## src/rtl/fpsc_pkg.sv

```systemverilog
package fpsc_pkg;
  localparam int WORD_W = 32;
  localparam int EXC_W  = 8;

  typedef enum logic [1:0] {
    SEL_CTL   = 2'd0,
    SEL_STAT  = 2'd1,
    SEL_IADDR = 2'd2,
    SEL_NONE  = 2'd3
  } regsel_e;

  // exception bit positions (priority order fixed by the status layout)
  localparam int X_BSUN  = 7;
  localparam int X_SNAN  = 6;
  localparam int X_OPERR = 5;
  localparam int X_OVFL  = 4;
  localparam int X_UNFL  = 3;
  localparam int X_DZ    = 2;
  localparam int X_INEX2 = 1;
  localparam int X_INEX1 = 0;

  localparam logic [7:0] ACC_MASK = 8'hF8;

  function automatic logic [7:0] fold_accrued(input logic [7:0] e);
    logic [7:0] a;
    a    = '0;
    a[7] = e[X_SNAN] | e[X_OPERR] | e[X_BSUN];
    a[6] = e[X_OVFL];
    a[5] = e[X_UNFL];
    a[4] = e[X_DZ];
    a[3] = e[X_INEX1] | e[X_INEX2] | e[X_OVFL];
    return a;
  endfunction
endpackage

```

## src/rtl/fpsc_mode_reg.sv

```systemverilog
module fpsc_mode_reg
  import fpsc_pkg::*;
(
  input  logic              clk,
  input  logic              rst_n,
  input  logic              wr_ctl,
  input  logic [WORD_W-1:0] wd,
  output logic [EXC_W-1:0]  en_byte,
  output logic [1:0]        prec,
  output logic [1:0]        rnd
);
  logic [EXC_W-1:0] en_q, en_d;
  logic [3:0]       mode_q, mode_d;

  always_comb begin
    en_d   = en_q;
    mode_d = mode_q;
    if (wr_ctl) begin
      en_d   = wd[15:8];
      mode_d = wd[7:4];
    end
  end

  always_ff @(posedge clk or negedge rst_n) begin
    if (!rst_n) begin
      en_q   <= '0;
      mode_q <= '0;
    end else if (wr_ctl) begin
      en_q   <= en_d;
      mode_q <= mode_d;
    end
  end

  assign en_byte = en_q;
  assign prec    = mode_q[3:2];
  assign rnd     = mode_q[1:0];
endmodule

```

## src/rtl/fpsc_status_reg.sv

```systemverilog
module fpsc_status_reg
  import fpsc_pkg::*;
(
  input  logic              clk,
  input  logic              rst_n,
  input  logic              wr_stat,
  input  logic [WORD_W-1:0] wd,
  input  logic              op_done,
  input  logic [EXC_W-1:0]  op_exc,
  input  logic [3:0]        op_cc,
  input  logic [7:0]        op_quot,
  input  logic              op_quot_we,
  input  logic              clr_acc,
  output logic [3:0]        cc,
  output logic [7:0]        quot,
  output logic [EXC_W-1:0]  exc_now,
  output logic [7:0]        exc_acc
);
  logic [3:0]       cc_q, cc_d;
  logic [7:0]       quot_q, quot_d;
  logic [EXC_W-1:0] exc_q, exc_d;
  logic [7:0]       acc_q, acc_d;
  logic             upd;

  assign upd = wr_stat | clr_acc | op_done;

  always_comb begin
    cc_d   = cc_q;
    quot_d = quot_q;
    exc_d  = exc_q;
    acc_d  = acc_q;
    if (wr_stat) begin
      cc_d   = wd[27:24];
      quot_d = wd[23:16];
      exc_d  = wd[15:8];
      acc_d  = wd[7:0] & ACC_MASK;
    end else begin
      if (clr_acc) acc_d = '0;
      if (op_done) begin
        exc_d = op_exc;
        cc_d  = op_cc;
        if (op_quot_we) quot_d = op_quot;
        acc_d = acc_d | fold_accrued(op_exc);
      end
    end
  end

  always_ff @(posedge clk or negedge rst_n) begin
    if (!rst_n) begin
      cc_q   <= '0;
      quot_q <= '0;
      exc_q  <= '0;
      acc_q  <= '0;
    end else if (upd) begin
      cc_q   <= cc_d;
      quot_q <= quot_d;
      exc_q  <= exc_d;
      acc_q  <= acc_d;
    end
  end

  assign cc      = cc_q;
  assign quot    = quot_q;
  assign exc_now = exc_q;
  assign exc_acc = acc_q;
endmodule

```

## src/rtl/fpsc_trap.sv

```systemverilog
module fpsc_trap
  import fpsc_pkg::*;
(
  input  logic             clk,
  input  logic             rst_n,
  input  logic             op_done,
  input  logic [EXC_W-1:0] op_exc,
  input  logic [EXC_W-1:0] en_byte,
  input  logic             trap_ack,
  output logic             trap_req
);
  logic trap_q, trap_d, hit, upd;

  assign hit = op_done & (|(op_exc & en_byte));
  assign upd = hit | trap_ack;

  always_comb begin
    trap_d = trap_q;
    if (trap_ack) trap_d = 1'b0;
    if (hit)      trap_d = 1'b1;
  end

  always_ff @(posedge clk or negedge rst_n) begin
    if (!rst_n)   trap_q <= 1'b0;
    else if (upd) trap_q <= trap_d;
  end

  assign trap_req = trap_q;
endmodule

```

## src/rtl/fpsc_iaddr.sv

```systemverilog
module fpsc_iaddr
  import fpsc_pkg::*;
#(
  parameter int AW = 32
) (
  input  logic              clk,
  input  logic              rst_n,
  input  logic              op_start,
  input  logic [AW-1:0]     op_pc,
  input  logic              wr_ia,
  input  logic [WORD_W-1:0] wd,
  output logic [AW-1:0]     iaddr
);
  logic [AW-1:0] ia_q, ia_d;
  logic          upd;

  assign upd = op_start | wr_ia;

  always_comb begin
    ia_d = ia_q;
    if (wr_ia)         ia_d = wd[AW-1:0];
    else if (op_start) ia_d = op_pc;
  end

  always_ff @(posedge clk or negedge rst_n) begin
    if (!rst_n)   ia_q <= '0;
    else if (upd) ia_q <= ia_d;
  end

  assign iaddr = ia_q;
endmodule

```

## src/rtl/fpsc_unit.sv

```systemverilog
module fpsc_unit
  import fpsc_pkg::*;
#(
  parameter int AW = 32
) (
  input  logic              clk,
  input  logic              rst_n,
  input  logic              op_start,
  input  logic [AW-1:0]     op_pc,
  input  logic              op_done,
  input  logic [EXC_W-1:0]  op_exc,
  input  logic [3:0]        op_cc,
  input  logic [7:0]        op_quot,
  input  logic              op_quot_we,
  input  logic              clr_accr,
  input  logic              wr_en,
  input  logic [1:0]        wr_sel,
  input  logic [WORD_W-1:0] wr_data,
  input  logic [1:0]        rd_sel,
  output logic [WORD_W-1:0] rd_data,
  input  logic              trap_ack,
  output logic [1:0]        rnd_mode,
  output logic [1:0]        prec_mode,
  output logic [EXC_W-1:0]  exc_en,
  output logic [3:0]        cc,
  output logic [7:0]        quot,
  output logic [EXC_W-1:0]  exc_now,
  output logic [7:0]        exc_acc,
  output logic              trap_req,
  output logic [AW-1:0]     iaddr
);
  logic wr_ctl, wr_stat, wr_ia;

  assign wr_ctl  = wr_en & (wr_sel == SEL_CTL);
  assign wr_stat = wr_en & (wr_sel == SEL_STAT);
  assign wr_ia   = wr_en & (wr_sel == SEL_IADDR);

  fpsc_mode_reg u_mode (
    .clk(clk), .rst_n(rst_n), .wr_ctl(wr_ctl), .wd(wr_data),
    .en_byte(exc_en), .prec(prec_mode), .rnd(rnd_mode)
  );

  fpsc_status_reg u_stat (
    .clk(clk), .rst_n(rst_n), .wr_stat(wr_stat), .wd(wr_data),
    .op_done(op_done), .op_exc(op_exc), .op_cc(op_cc),
    .op_quot(op_quot), .op_quot_we(op_quot_we), .clr_acc(clr_accr),
    .cc(cc), .quot(quot), .exc_now(exc_now), .exc_acc(exc_acc)
  );

  fpsc_trap u_trap (
    .clk(clk), .rst_n(rst_n), .op_done(op_done), .op_exc(op_exc),
    .en_byte(exc_en), .trap_ack(trap_ack), .trap_req(trap_req)
  );

  fpsc_iaddr #(.AW(AW)) u_ia (
    .clk(clk), .rst_n(rst_n), .op_start(op_start), .op_pc(op_pc),
    .wr_ia(wr_ia), .wd(wr_data), .iaddr(iaddr)
  );

  always_comb begin
    case (rd_sel)
      SEL_CTL:   rd_data = {16'h0, exc_en, prec_mode, rnd_mode, 4'h0};
      SEL_STAT:  rd_data = {4'h0, cc, quot, exc_now, exc_acc};
      SEL_IADDR: rd_data = WORD_W'(iaddr);
      default:   rd_data = '0;
    endcase
  end
endmodule

```

## config.mk

```make
export PLATFORM = sky130hd
export DESIGN_NAME = fpsc_unit
export DESIGN_NICKNAME = d
export VERILOG_FILES = /design/src/rtl/fpsc_pkg.sv /design/src/rtl/fpsc_mode_reg.sv /design/src/rtl/fpsc_status_reg.sv /design/src/rtl/fpsc_trap.sv /design/src/rtl/fpsc_iaddr.sv /design/src/rtl/fpsc_unit.sv
export SDC_FILE = /design/constraint.sdc
export NUM_CORES = 1
export LEC_CHECK = 0
export ABC_AREA = 1
export BUFFER_PORTS_ARGS = -buffer_cell sky130_fd_sc_hd__buf_2
export CORE_ASPECT_RATIO = 1.4
export CORE_MARGIN = 5
export CORE_UTILIZATION = 45
export CTS_CLUSTER_DIAMETER = 30
export DETAILED_ROUTE_END_ITERATION = 6
export GPL_ROUTABILITY_DRIVEN = 0
export PLACE_DENSITY = 0.82
export SLEW_MARGIN = 15
export SYNTH_ARGS = -nofsm -noshare
export SYNTH_HDL_FRONTEND = slang
export SYNTH_SLANG_ARGS = --single-unit
```

## constraint.sdc

```tcl
create_clock -name clk -period 0.95 [get_ports clk]
set_input_delay 0.095 -clock clk [delete_from_list [all_inputs] [get_ports clk]]
set_output_delay 0.095 -clock clk [all_outputs]
set_load 0.02 [all_outputs]
```

==> results.yml <==
outcome:
  status: "finished, violations left"
  violations: "DRC, hold timing, setup timing"
die:
  io_pins: 201
  start_util: 0.462
  core_area_um2: 8150
  num_rows: 39
  die_area_um2: 10300
  chipHeight_um: 118
  die_w_um: 87.3
timing:
  finalWorstSetupSlack_ns: -0.385
  rsz0062_at_grt: "yes"
  fin_crit_sh: 1.41
  worst_slew_pin_slew_ns: 0.515
  hold_violations: 1
  slew-limit-headroom: 0.655
  fin_hold_ws_ns: -0.00941
  final_max_slew_viol_count: 0
  min_period_ns: 1.34
  setup_violations: 113
  fmax_mhz: 749
  setup_tns_ns: -17.61
  fin_skew_ns: 0.00456
clocking:
  cts_max_level: 3
  cts_root_buffer: "clkbuf_16"
  clk_latency_ns: 0.34
  cts.sinks: 70
  numCtsBuffers: 9
  cts_buffer_depth: 2
  clkTransAtPathRegs_ns: 0.06
  cts_tree: "built"
grt:
  grt.total_usage: 0.358
  overflow: 0
  grt_first_pass_wirelength_mm: 28.8
  grt_pass1_vias: 5760
  grt_max_degree: 35
  antenna_found_initial: 0
worst_setup_path:
  regToRegEndpoint: "u_trap.trap_req$_DFFE_PN0P_"
  required_ns: 0.85
  cp-start-kind: "register"
  cp.arrival_ns: 1.24
  path_class: "register to output port"
  crit_start: "u_ia.iaddr[13]$_DFFE_PN0P_"
  critPathBufInv: 1
  max_stage_delay_ns: 0.45
  rrSetupSlack_ns: -0.25
  rr_worst_depth: 8
  worstPathMaxFanout: 2
  path_cells: "nand3_2, nand3_2, buf_6"
  timing.critical_path.mode_cell: "nand3_2"
  end_kind: "output port"
  cpMaxStageDelayCell: "dfrtp_1"
  cp_top_family: "flip-flops"
  timing.rr.start: "u_mode.en_byte[4]$_DFFE_PN0P_"
final_layout:
  fin_util: 0.918
  fin_nets: 918
  seq_area_um2: 1760
  final_cell_mix: "buf_6, nand3_1, nand2_1, buf_2, dfrtp_1"
  drive_above_1_share: 0.513
  multi_input_area_um2: 2030
  diodes: 0
  fillCellCount: 304
  area_delta_synth_final_pct: 98.5
  layout_commonest_cell: "buf_6"
  fin_cells: 929
synthesis:
  ys_top_cells_by_area: "dfrtp_1, nand3_1, nand2_1"
  ys_ff_latch: 70
  syn_inst: 507
  synth_top_area_share: 0.465
  syn_avg_cell_area_um2: 7.43
  yosysSeqAreaShare: 0.465
  yosysTopAreaCell: "dfrtp_1"
  synth_warnings: 0
  synth_cell_types: 16
  synth_area_um2: 3770
worst_hold_path:
  hold_path_class: "input pin to register"
  worstHoldStart: "wr_data[24]"
  hold_depth: 3
  hold_end: "u_ia.iaddr[24]$_DFFE_PN0P_"
drt:
  drt-initial-drc-count: 835
  firstDrtPassIters: 7
  dr_total_vias: 5804
  antenna_left: 0
  drt_wl_total_mm: 22.9
  viasPerCell: 6.25
  drc: 2
  wl_per_cell_um: 24.7
power:
  power.density_nw_per_um2: 1650
  ir_drop_uv: 1590
  p_leak_nw: 3.86
place:
  pre_cts_slack_ns: -0.169
  dp.cells: 806
  io_buffers: 197
  dp.final_hpwl_mm: 10.5
run:
  drv_cap: 0
## how the worst max path moves through the flow
stage	endpoint	slack (ns)	cells after the start
floorplan	rd_data[13]	-0.005	5
global route	rd_data[12]	-0.48	3
global placement	rd_data[30]	-0.15	6
finish	rd_data[13]	-0.39	3
detailed placement	rd_data[30]	-0.17	6
CTS	rd_data[10]	-0.30	4
## stage by stage
step | cell area, um^2 | total power [mW]
after global placement | 5130 | 6.36
after floorplan | 3790 | 5.17
after global routing | 7480 | 12.6
after CTS | 6860 | 11.2
final | 7480 | 12.3
after detailed placement | 5130 | 6.43
## power breakdown
part	switching, mW	total, mW	internal (mW)
Combinational	2.57	5.03	2.46
Sequential	0.396	3.76	3.36
Clock	1.37	3.54	2.17
## worst register-to-register path, delay by kind of cell (launching register included)
family	cells	cell delay [ns]
flip-flops	1	0.41
buffers and inverters	2	0.26
AND/OR/NAND/NOR	6	0.43
## state kept, by name (all words and copies together) (netlist names)
| signal | count |
|---|---|
| u_ia.iaddr | 32 |
| u_mode.en_byte | 8 |
| u_mode.mode_q | 4 |
| u_stat.cc | 4 |
| u_stat.exc_acc | 5 |
| u_stat.exc_now | 8 |
| u_stat.quot | 8 |
| u_trap.trap_req | 1 |
## synthesized netlist by cell type (all sizes together)
| library cell | instances |
|---|---|
| a31oi | 1 |
| buf | 25 |
| clkbuf | 13 |
| clkinv | 1 |
| conb | 1 |
| dfrtp | 70 |
| inv | 44 |
| nand2 | 126 |
| nand3 | 155 |
| nor2 | 12 |
| o211ai | 23 |
| o21ai | 36 |
## layer usage
layer	vias to the layer above	track usage	wire (um)
li1	2329	-	-
met1	2677	0.393	7120
met2	573	0.591	11000
met3	225	0.0821	2500
met4	0	0.259	2330
met5	-	0	0
## cell families (layout without fill, tap and decap cells)
kind of cell | count (synthesis) | count (layout) | synth area share
compound gates | 60 | 60 | 0.0954
simple gates | 293 | 293 | 0.346
flops | 70 | 70 | 0.465
buf+inv | 83 | 401 | 0.0924
other cells | 1 | 3 | 0.000996
## layout make-up
type | count | area share
Sequential cell | 70 | 0.235
Clock buffer | 11 | 0.0338
Multi-Input combinational cell | 356 | 0.272
Tap cell | 102 | 0.0171
Timing Repair Buffer | 340 | 0.411
Clock inverter | 5 | 0.00770
Inverter | 45 | 0.0229
## what timing repair did
action / 4_1_cts / 5_1_grt
hold buffers: 20 / 0
pin swaps: 46 / 34
endpoints found under the setup margin: 103 / 116
resized for setup: 236 / 122
endpoints found under the hold margin: 91 / 0
buffers inserted: 62 / 28
No activity file was read; power rests on OpenSTA's default activity.
